<file path="src/rtl/harq_pkg.sv">
package harq_pkg;

    // width of the length fields in the parameter word
    localparam int HQ_LEN_W = 15;

    typedef enum logic [2:0] {
        S_IDLE,
        S_CFG1,
        S_FETCH,
        S_RD_REQ,
        S_RD_WAIT,
        S_MERGE,
        S_WR_REQ,
        S_EMIT
    } hq_state_e;

endpackage

</file>
<file path="src/rtl/harq_sat_add.sv">
module harq_sat_add #(
    parameter int W = 6
) (
    input  logic [W-1:0] a,
    input  logic [W-1:0] b,
    output logic [W-1:0] y
);

    logic [W:0] sum;
    logic       pos_ovf;
    logic       neg_ovf;

    assign sum     = {a[W-1], a} + {b[W-1], b};
    assign pos_ovf = !sum[W] && sum[W-1];
    assign neg_ovf = sum[W] && !sum[W-1];

    always_comb begin
        if (pos_ovf)
            y = {1'b0, {(W-1){1'b1}}};
        else if (neg_ovf)
            y = {1'b1, {(W-1){1'b0}}};
        else
            y = sum[W-1:0];
    end

    always_comb begin

        if (!a[W-1] && !b[W-1])
            sat_pos_chk: assert (!y[W-1]);

        if (a[W-1] && b[W-1])
            sat_neg_chk: assert (y[W-1]);
    end

endmodule

</file>
<file path="src/rtl/harq_cfg_regs.sv">
module harq_cfg_regs
    import harq_pkg::*;
#(
    parameter int ADDR_W   = 26,
    parameter int LANE_LOG = 5,
    localparam int LEN_W   = HQ_LEN_W,
    localparam int BEAT_W  = LEN_W - LANE_LOG
) (
    input  logic              clk,
    input  logic              rst_n,
    input  logic              ld0,
    input  logic              ld1,
    input  logic [31:0]       wdata,
    output logic              no_comb,
    output logic [ADDR_W-1:0] base,
    output logic [LEN_W-1:0]  old_len,
    output logic [LEN_W-1:0]  cb_len,
    output logic [BEAT_W-1:0] last_beat
);

    logic [LEN_W-1:0] cb_m1;
    logic             unused_bits;

    assign unused_bits = ^wdata;

    always_ff @(posedge clk or negedge rst_n) begin
        if (!rst_n) begin
            no_comb <= 1'b1;
            base    <= '0;
            old_len <= '0;
            cb_len  <= '0;
        end else begin
            if (ld0) begin
                no_comb <= wdata[31];
                base    <= wdata[ADDR_W-1:0];
            end
            if (ld1) begin
                old_len <= wdata[LEN_W-1:0];
                cb_len  <= wdata[16 +: LEN_W];
            end
        end
    end

    assign cb_m1     = cb_len - LEN_W'(1);
    assign last_beat = (cb_len == '0) ? '0 : cb_m1[LEN_W-1:LANE_LOG];


    ld_order_chk: assert property (@(posedge clk) disable iff (!rst_n)
        ld1 |-> !ld0);

endmodule

</file>
<file path="src/rtl/harq_out_steer.sv">
module harq_out_steer #(
    parameter int NUM_DEC = 2
) (
    input  logic       clk,
    input  logic       rst_n,
    input  logic       push,
    input  logic       sop,
    input  logic       eop,
    input  logic       sel,
    input  logic [1:0] afull,
    output logic       ready,
    output logic [1:0] wr,
    output logic [1:0] sop_o,
    output logic [1:0] eop_o
);

    assign ready = !afull[sel];

    for (genvar k = 0; k < 2; k++) begin : g_stream
        if (k < NUM_DEC) begin : g_on
            assign wr[k] = push && (sel == 1'(k)) && !afull[k];
        end else begin : g_off
            assign wr[k] = 1'b0;
        end
        assign sop_o[k] = wr[k] && sop;
        assign eop_o[k] = wr[k] && eop;
    end


    one_stream_chk: assert property (@(posedge clk) disable iff (!rst_n)
        $onehot0(wr));

endmodule

</file>
<file path="src/rtl/harq_combiner.sv">
module harq_combiner #(
    parameter int LLR_W   = 6,
    parameter int NLANE   = 32,
    parameter int ADDR_W  = 26,
    parameter int MEM_W   = 192,
    parameter int NUM_DEC = 2,
    localparam int PAY_W  = NLANE * LLR_W
) (
    input  logic              clk,
    input  logic              rst_n,
    input  logic              cfg_wr,
    input  logic [31:0]       cfg_data,
    input  logic              in_avail,
    output logic              in_rd,
    input  logic [PAY_W-1:0]  in_data,
    output logic [ADDR_W-1:0] mem_addr,
    output logic              mem_read,
    output logic              mem_write,
    output logic [MEM_W-1:0]  mem_wdata,
    input  logic [MEM_W-1:0]  mem_rdata,
    input  logic              mem_rvalid,
    input  logic              mem_waitreq,
    output logic              d0_wr,
    output logic              d0_sop,
    output logic              d0_eop,
    output logic [PAY_W-1:0]  d0_data,
    input  logic              d0_afull,
    output logic              d1_wr,
    output logic              d1_sop,
    output logic              d1_eop,
    output logic [PAY_W-1:0]  d1_data,
    input  logic              d1_afull
);

    import harq_pkg::*;

    localparam int LANE_LOG = $clog2(NLANE);
    localparam int LEN_W    = HQ_LEN_W;
    localparam int BEAT_W   = LEN_W - LANE_LOG;

    hq_state_e state_q, state_d;

    logic [BEAT_W-1:0] beat_q;
    logic              sel_q;
    logic [PAY_W-1:0]  new_q, old_q, res_q, sum_w;

    logic              no_comb;
    logic [ADDR_W-1:0] base;
    logic [LEN_W-1:0]  old_len, cb_len;
    logic [BEAT_W-1:0] last_beat;

    logic ld0, ld1, need_rd, is_last;
    logic push, ready, emit_fire;
    logic [1:0] wr_v, sop_v, eop_v;

    assign ld0       = (state_q == S_IDLE) && cfg_wr;
    assign ld1       = (state_q == S_CFG1) && cfg_wr;
    assign is_last   = (beat_q == last_beat);
    assign need_rd   = !no_comb && ({beat_q, {LANE_LOG{1'b0}}} < old_len);
    assign emit_fire = push && ready;

    harq_cfg_regs #(
        .ADDR_W   (ADDR_W),
        .LANE_LOG (LANE_LOG)
    ) u_cfg (
        .clk       (clk),
        .rst_n     (rst_n),
        .ld0       (ld0),
        .ld1       (ld1),
        .wdata     (cfg_data),
        .no_comb   (no_comb),
        .base      (base),
        .old_len   (old_len),
        .cb_len    (cb_len),
        .last_beat (last_beat)
    );

    // lane-wise merge: stored value counts only inside the old length
    for (genvar j = 0; j < NLANE; j++) begin : g_lane
        logic [LEN_W-1:0] idx;
        logic [LLR_W-1:0] old_lane;
        assign idx      = {beat_q, LANE_LOG'(j)};
        assign old_lane = (!no_comb && (idx < old_len)) ? old_q[j*LLR_W +: LLR_W] : '0;
        harq_sat_add #(.W(LLR_W)) u_add (
            .a (new_q[j*LLR_W +: LLR_W]),
            .b (old_lane),
            .y (sum_w[j*LLR_W +: LLR_W])
        );
    end

    // next-state logic
    always_comb begin
        state_d = state_q;
        unique case (state_q)
            S_IDLE:    if (cfg_wr)       state_d = S_CFG1;
            S_CFG1:    if (cfg_wr)       state_d = S_FETCH;
            S_FETCH:   if (in_avail)     state_d = need_rd ? S_RD_REQ : S_MERGE;
            S_RD_REQ:  if (!mem_waitreq) state_d = S_RD_WAIT;
            S_RD_WAIT: if (mem_rvalid)   state_d = S_MERGE;
            S_MERGE:                     state_d = S_WR_REQ;
            S_WR_REQ:  if (!mem_waitreq) state_d = S_EMIT;
            S_EMIT:    if (ready)        state_d = is_last ? S_IDLE : S_FETCH;
            default:                     state_d = S_IDLE;
        endcase
    end

    // state register
    always_ff @(posedge clk or negedge rst_n) begin
        if (!rst_n)
            state_q <= S_IDLE;
        else
            state_q <= state_d;
    end

    // outputs
    always_comb begin
        in_rd     = 1'b0;
        mem_read  = 1'b0;
        mem_write = 1'b0;
        push      = 1'b0;
        unique case (state_q)
            S_FETCH:  in_rd     = in_avail;
            S_RD_REQ: mem_read  = 1'b1;
            S_WR_REQ: mem_write = 1'b1;
            S_EMIT:   push      = 1'b1;
            default:  ;
        endcase
    end

    assign mem_addr  = base + ADDR_W'(beat_q);
    assign mem_wdata = MEM_W'(res_q);

    // datapath registers
    always_ff @(posedge clk or negedge rst_n) begin
        if (!rst_n) begin
            beat_q <= '0;
            sel_q  <= 1'b0;
            new_q  <= '0;
            old_q  <= '0;
            res_q  <= '0;
        end else begin
            if (ld1)
                beat_q <= '0;
            if (in_rd)
                new_q <= in_data;
            if ((state_q == S_RD_WAIT) && mem_rvalid)
                old_q <= mem_rdata[PAY_W-1:0];
            if (state_q == S_MERGE)
                res_q <= sum_w;
            if (emit_fire) begin
                if (is_last)
                    sel_q <= (NUM_DEC > 1) ? ~sel_q : 1'b0;
                else
                    beat_q <= beat_q + 1'b1;
            end
        end
    end

    harq_out_steer #(.NUM_DEC(NUM_DEC)) u_steer (
        .clk   (clk),
        .rst_n (rst_n),
        .push  (push),
        .sop   (beat_q == '0),
        .eop   (is_last),
        .sel   (sel_q),
        .afull ({d1_afull, d0_afull}),
        .ready (ready),
        .wr    (wr_v),
        .sop_o (sop_v),
        .eop_o (eop_v)
    );

    assign d0_wr   = wr_v[0];
    assign d1_wr   = wr_v[1];
    assign d0_sop  = sop_v[0];
    assign d1_sop  = sop_v[1];
    assign d0_eop  = eop_v[0];
    assign d1_eop  = eop_v[1];
    assign d0_data = res_q;
    assign d1_data = res_q;


    rd_hold_chk: assert property (@(posedge clk) disable iff (!rst_n)
        (mem_read && mem_waitreq) |=> (mem_read && $stable(mem_addr)));


    wr_hold_chk: assert property (@(posedge clk) disable iff (!rst_n)
        (mem_write && mem_waitreq) |=> (mem_write && $stable(mem_addr) && $stable(mem_wdata)));


    eop_idle_chk: assert property (@(posedge clk) disable iff (!rst_n)
        (d0_eop || d1_eop) |=> (state_q == S_IDLE));


    afull_hold_chk: assert property (@(posedge clk) disable iff (!rst_n)
        (push && !ready) |=> (push && $stable(beat_q) && $stable(res_q)));


    one_op_chk: assert property (@(posedge clk) disable iff (!rst_n)
        $onehot0({in_rd, mem_read, mem_write, d0_wr | d1_wr}));

endmodule

</file>
<file path="config.mk">
export PLATFORM = sky130hd
export DESIGN_NAME = harq_combiner
export DESIGN_NICKNAME = d
export VERILOG_FILES = /design/src/rtl/harq_pkg.sv /design/src/rtl/harq_sat_add.sv /design/src/rtl/harq_cfg_regs.sv /design/src/rtl/harq_out_steer.sv /design/src/rtl/harq_combiner.sv
export SDC_FILE = /design/constraint.sdc
export NUM_CORES = 1
export LEC_CHECK = 0
export ABC_CLOCK_PERIOD_IN_PS = 7700
export BUFFER_PORTS_ARGS = -buffer_cell sky130_fd_sc_hd__buf_2
export CAP_MARGIN = 20
export CORE_AREA = 2 2 405 407
export CTS_CLUSTER_SIZE = 16
export DETAILED_ROUTE_END_ITERATION = 16
export DIE_AREA = 0 0 407 409
export GPL_TIMING_DRIVEN = 0
export PLACE_DENSITY_LB_ADDON = 0.3
export SYNTH_ARGS = -nofsm -noshare
export SYNTH_HDL_FRONTEND = slang
export SYNTH_HIERARCHICAL = 1
export SYNTH_SLANG_ARGS = --single-unit
</file>
<file path="constraint.sdc">
create_clock -name clk -period 7.7 [get_ports clk]
set_input_delay 0.77 -clock clk [delete_from_list [all_inputs] [get_ports clk]]
set_output_delay 0.77 -clock clk [all_outputs]
set_load 0.01 [all_outputs]
</file>
# Yosys cells after proc, flatten, opt, wreduce, memory -nomap -nowiden
# Cells that the tools add are included.
[classes] eq_ne=15 order_cmp=33 n_reduce_logical=181 n_mux=116 bitwise_logic=1 addsub=35
[ops] op="$mux W6" count=96
[ops] op="$lt A15 B15 Y1" count=32
[ops] op="$add A6 B6 Y7" count=32
[ops] op="$logic_and A1 B1 Y1" count=108
[ops] op="$logic_not A1 Y1" count=68
[ops] op="$mux W10" count=4
[ops] op="$add A26 B10 Y26" count=1
[ops] op="$mux W3" count=8
[ops] op="$pmux W3 S8" count=1
[ops] op="$logic_not A15 Y1" count=1
[ops] op="$sub A15 B1 Y15 const B" count=1
[ops] op="$ne A2 B2 Y1 const B" count=7
[ops] op="$eq A3 B3 Y1 const B" count=4
[ops] op="$add A10 B1 Y10 const B" count=1
[ops] op="$eq A10 B10 Y1" count=1
[ops] op="$logic_not A10 Y1" count=1
[ops] op="$reduce_and A7 Y1" count=1
[ops] op="$eq A3 B2 Y1 const B" count=2
[ops] op="$mux W1" count=6
[ops] op="$eq A3 B1 Y1 const B" count=1
[ops] op="$logic_not A3 Y1" count=1
[ops] op="$lt A1 B2 Y1 const B" count=1
[ops] op="$mux W2" count=1
[ops] op="$reduce_and A2 Y1" count=1
[ops] op="$not A1 Y1" count=1
[totals] register_bits=647 wordCells=391

# Longest topological paths before layout
[logic_depth] depth_word=8 ltp_mapped=16 depth_no_buf=15

# Hierarchy
# The synthesis kept the hierarchy.
[by_module_without_submodules] module="harq_combiner" cells_each=2158 area_each_um2=28031.9 seq_area_each_um2=14764.2 n_inst=1
[by_module_without_submodules] module="harq_sat_add" cells_each=39 area_each_um2=312.8 seq_area_each_um2=0.0 n_inst=32
[by_module_without_submodules] module="harq_cfg_regs" cells_each=158 area_each_um2=2353.5 seq_area_each_um2=1427.6 n_inst=1
[by_module_without_submodules] module="harq_out_steer" cells_each=7 area_each_um2=71.3 seq_area_each_um2=0.0 n_inst=1

# Worst setup path after synthesis
# Ideal clock, no wire load.
[synth_timing] path_kind="register -> register" start="reg beat_q[8]" end="reg res_q[130] (netlist: d0_data[130])" arrival_time_ps=3520 stages_incl_launch_ff=16 path_buffers=1 setup_ps=125 setup_slack_ps=4055 required_time_ps=7575 synth_period_minus_slack_ps=3645 path_cell_list="dfrtp_1 ha_1 and3_1 o21ai_1 o211ai_2 buf_2 nor3_2 and2_1 ha_1 inv_1 fa_1 nor2b_1 o31ai_1 a21boi_0 maj3_1 mux2_2"
[synth_between] elab_chain_cells=8 word_cells_on_any_way=10 cone_classes="add/sub: 1; order compare: 1; mux: 3; reduce/logical: 5"
[synth_rtl] item="from (decl)" line_no="harq_combiner.sv:43" text="logic [BEAT_W-1:0] beat_q;"
[synth_rtl] item="from (signal assigned)" line_no="harq_combiner.sv:154" text="beat_q <= beat_q + 1'b1;"
[synth_rtl] item="$lt A15 B15 Y1 (*)" line_no="harq_combiner.sv:83" text="assign old_lane = (!no_comb && (idx < old_len)) ? old_q[j*LLR_W +: LLR_W] : '0;"
[synth_rtl] item="$logic_and A1 B1 Y1 (*)" line_no="harq_combiner.sv:83"
[synth_rtl] item="$mux W6 (*)" line_no="harq_combiner.sv:83"
[synth_rtl] item="net g_lane[21].old_lane[0]" line_no="harq_combiner.sv:81" text="logic [LLR_W-1:0] old_lane;"
[synth_rtl] item="$add A6 B6 Y7 (*)" line_no="harq_sat_add.sv:13" text="assign sum = {a[W-1], a} + {b[W-1], b};"
[synth_rtl] item="$logic_not A1 Y1" line_no="harq_sat_add.sv:15" text="assign neg_ovf = sum[W] && !sum[W-1];"
[synth_rtl] item="$logic_and A1 B1 Y1" line_no="harq_sat_add.sv:15"
[synth_rtl] item="$mux W6" line_no="harq_sat_add.sv:20" text="else if (neg_ovf)"
[synth_rtl] item="$mux W6 (*)" line_no="harq_sat_add.sv:18" text="if (pos_ovf)"
[synth_rtl] item="net sum_w[130]" line_no="harq_combiner.sv:45" text="logic [PAY_W-1:0] new_q, old_q, res_q, sum_w;"
[synth_rtl] item="to (signal assigned)" line_no="harq_combiner.sv:149" text="res_q <= sum_w;"
[synth_rtl] item="to (decl)" line_no="harq_combiner.sv:45"
# The timed path passes the listed nets; every way through them passes the cells marked *.
# A chain may end at the register's enable or synchronous reset.

# Final worst setup path
[layout_timing] start="reg beat_q[8]" end="reg res_q[19] (netlist: d0_data[19])"
[layout_between] elab_chain_cells=8 word_cells_on_any_way=10 cone_classes="add/sub: 1; order compare: 1; mux: 3; reduce/logical: 5"
[layout_rtl] item="$lt A15 B15 Y1 (*)" line_no="harq_combiner.sv:83"
[layout_rtl] item="$logic_and A1 B1 Y1 (*)" line_no="harq_combiner.sv:83"
[layout_rtl] item="$mux W6 (*)" line_no="harq_combiner.sv:83"
[layout_rtl] item="net g_lane[3].old_lane[0]" line_no="harq_combiner.sv:81"
[layout_rtl] item="$add A6 B6 Y7 (*)" line_no="harq_sat_add.sv:13"
[layout_rtl] item="$logic_not A1 Y1" line_no="harq_sat_add.sv:15"
[layout_rtl] item="$logic_and A1 B1 Y1" line_no="harq_sat_add.sv:15"
[layout_rtl] item="$mux W6" line_no="harq_sat_add.sv:20"
[layout_rtl] item="$mux W6 (*)" line_no="harq_sat_add.sv:18"
[layout_rtl] item="net sum_w[19]" line_no="harq_combiner.sv:45"
# Marked as above.

==> impl_metrics.ini <==
[outcome]
status = completed

[floorplan]
coreArea_mm2 = 0.162
die-width_um = 407
ioPinCount = 1035
fp.dieH_um = 409
die_area_mm2 = 0.166
initial_core_util_pct = 25.0
rows = 148

[clock_tree]
cts.repair.resized = 0
cts.sinks = 647
cts_buffers = 81
cts_tree = built
cts_setup_buffers = 0
cts_hold_buf = 1
clock-root-buffer = clkbuf_16
insertion_delay_ns = 0.70
cts_buffer_depth = 3
cts.htree.levels = 3
clk_pin_slew_ns = 0.06

[placed_design]
hpwl_um = 114000
numPortBuffers = 1034
gp_congestion = 0.860
post_dp_cell_area_mm2 = 0.0486

[drt]
via_count = 30700
first_pass_iters = 5
drc = 0
avgViaCountPerCell = 4.41
wl_um = 140000
antenna_left = 0
routedWlPerCell_um = 20.1
initialDrtViolationCount = 1563

[global_route]
grt_max_degree = 116
antenna_found_initial = 82
grt_pass1_vias = 30200
grt_pass1_wl_um = 202000
overflow = 0
grt_usage_pct = 16.3

[setup_path]
critPathBufInv = 2
path_max_fanout = 10
worst_ep_required_time_ns = 8.31
worstSetupPathType = reg -> reg
path_cells = ha_1, and3_1, o21ai_1, o211ai_2, buf_2, a21oi_1, and2_1, ha_1, inv_1, fa_1, nor2b_1, o31ai_1, a22oi_1, maj3_1, mux2_2
crit_family = compound AO/OA/AOI/OAI gates
crit_slowest_cell = a21oi_1
cpMostUsedCell = ha_1
arrival_ns = 5.68
start_kind = register
crit_path_end_kind = register
cp_slowest_stage_delay_ns = 0.71

[finish]
area_growth_pct = 27.3
final_layout_size_suffix_gt1_share_pct = 48.9
fin_nets = 5374
finalInstanceArea_mm2 = 0.0515

[synth]
synth.distinct_cells = 76
synthArstFlopShare_pct = 100
netlist_area_mm2 = 0.0405
yosysSeqAreaShare_pct = 40.0
synth_edf_count = 0
syn_inst = 3571
ys.flop_type = dfrtp_1
yosysWarnings = 6
postSynthAreaPerCell_um2 = 11.3
synth_nets = 4243
ys_ff_latch = 647

[flow_run]
cap_violations = 0

[power_and_ir_drop]
cellPowerDensity_mw_per_mm2 = 530
power_leakage_uw = 0.0242
switching_share_pct = 42.0
pwr-share-clk_pct = 14.8
ir_drop_uv = 189
p_total_uw = 27300
power_switching_uw = 11500
p_seq_share_pct = 24.9
intPower_uw = 15800
p_comb_share_pct = 60.3

[sta]
timing.final.crit_share_pct = 66.0
fmax_mhz = 197
fin_crit_ns = 5.08
worstMarginPinSlew_ns = 1.17
tns_ns = 0
rsz0062_at_grt = false
drv_slew = 0
setup_violations = 0
relSlewSlack_pct = 22.2
hold_viol_final = 0
finClkSkew_ns = 0.0553

[hold_path]
hold_path_class = in -> reg
[cells in the final DEF (no fill, tap or decap), drive strengths merged, types with 16 or more instances in the layout]
cell    count
buf      1503
dfrtp     646
mux2      634
inv       221
ha        215
and2      197
maj3      160
clkbuf    119
o21ai     114
xnor2      82
nor2       74
nor3b      68
nand2      65
a21oi      64
nor3       58
nand4      43
a21o       41
a31oi      39
o21a       37
nor2b      35
a211oi     35
a21boi     34
o31ai      34
diode      33
fa         33
or4b       33
a22oi      32
clkinv     21
nand3      16
[cell usage after synthesis, types with 9 or more instances]
library cell  number  area (µm²)
nor2_1            73         274
xnor2_1           82         718
xor2_1            14         123
a21oi_1           60         300
nor3_1            50         250
fa_1              33         661
mux2i_1           11         110
clkbuf_1          11        41.3
dfrtp_1          646       16200
buf_2             51         255
o31ai_1           34         255
nand4_1            9        56.3
a22oi_1           32         240
o21a_1            37         278
buf_4            401        3010
o21ai_1           33         165
o21ai_0           81         405
nand4_2           34         425
or4b_1            33         330
a21boi_0          34         255
nand2_1           65         244
a211oi_1          34         255
ha_1             215        2690
mux2_1            10         113
mux2_2           624        7030
a31oi_1           39         244
nor2b_1           35         219
and2_1           197        1230
nand3_1           15        75.1
inv_1            216         811
maj3_1           160        1600
a21o_1            39         293
nor3b_1           67         503
[state kept, by name, summed over array words and instances, names as in the netlist]
name / cells
beat_q: 10
d0_data: 192
state_q: 3
sel_q: 1
u_cfg/base: 26
u_cfg/old_len: 15
new_q: 192
u_cfg/no_comb: 1
u_cfg/cb_len: 15
old_q: 192
[layer usage]
metal	vias up	part of all wire, %	global-route usage [%]
li1	14600	-	-
met1	15100	44	21.5
met2	717	47	26.7
met3	232	5.7	3.59
met4	42	2.6	4.89
met5	-	0.19	0
[area by class of cell]
type	count	area [µm²]
Antenna cell	33	82.6
Buffer	467	3320
Clock buffer	108	2320
Clock inverter	39	484
Fill cell	16700	110000
Inverter	216	811
Multi-Input combinational cell	2241	20200
Sequential cell	647	16200
Tap cell	2175	2720
Timing Repair Buffer	1048	5430
[power by group through the flow]
stage / clock, µW / combinational (µW) / sequential [µW]
after detailed placement: 0 / 16600 / 6880
after global placement: 0 / 16300 / 6830
final: 4050 / 16500 / 6800
after floorplan: 0 / 11800 / 6350
after global routing: 4330 / 18200 / 7040
after CTS: 4200 / 16600 / 6830
[worst register-to-register path, stage by stage, from the launching register on]
cell and delay, ns:
dfrtp_1 0.50, ha_1 0.41, and3_1 0.20, o21ai_1 0.25, o211ai_2 0.35, buf_2 0.35
a21oi_1 0.72, and2_1 0.25, ha_1 0.20, inv_1 0.06, fa_1 0.40, nor2b_1 0.17
o31ai_1 0.10, a22oi_1 0.49, maj3_1 0.41, mux2_2 0.19
[path summary, 6_finish.rpt]
path,start,endpoint,slack (ns),cells after the start
max in group asynchronous,rst_n,d0_data[114],5.09,5
min in group asynchronous,rst_n,d0_data[142],0.62,2
min reg2reg,old_q[29],old_q[29],0.47,1
min,mem_rdata[54],old_q[54],0.30,2
max,beat_q[8],d0_data[19],2.62,15
max reg2reg,beat_q[8],d0_data[19],2.62,15
[cells by family (layout without fill, tap and decap cells)]
kind of cell | count (synthesis) | count (layout) | synth area share (%)
AOI/OAI and AO/OA | 455 | 455 | 7.43
DFF | 647 | 647 | 40.0
adders and majority gates | 408 | 408 | 12.2
other | 0 | 33 | 0
and+or+nand+nor | 637 | 637 | 10.1
muxes | 645 | 645 | 17.9
buffers and inverters | 683 | 1878 | 10.2
xor gates and xnor gates | 96 | 96 | 2.08
[per-stage QoR]
step | instances | setup WS [ns] | hold slack (ns) | util (%)
after global placement | 6780 | -8.86 | 0.461 | 29.8
final | 6974 | 2.62 | 0.302 | 31.8
after CTS | 6940 | 2.42 | 0.220 | 31.7
after global routing | 6964 | 2.15 | 0.250 | 31.8
after floorplan | 3571 | 4.06 | 0.449 | -
after detailed placement | 6792 | 2.45 | 0.467 | 30.0
No activity file was read; power rests on OpenSTA's default activity.
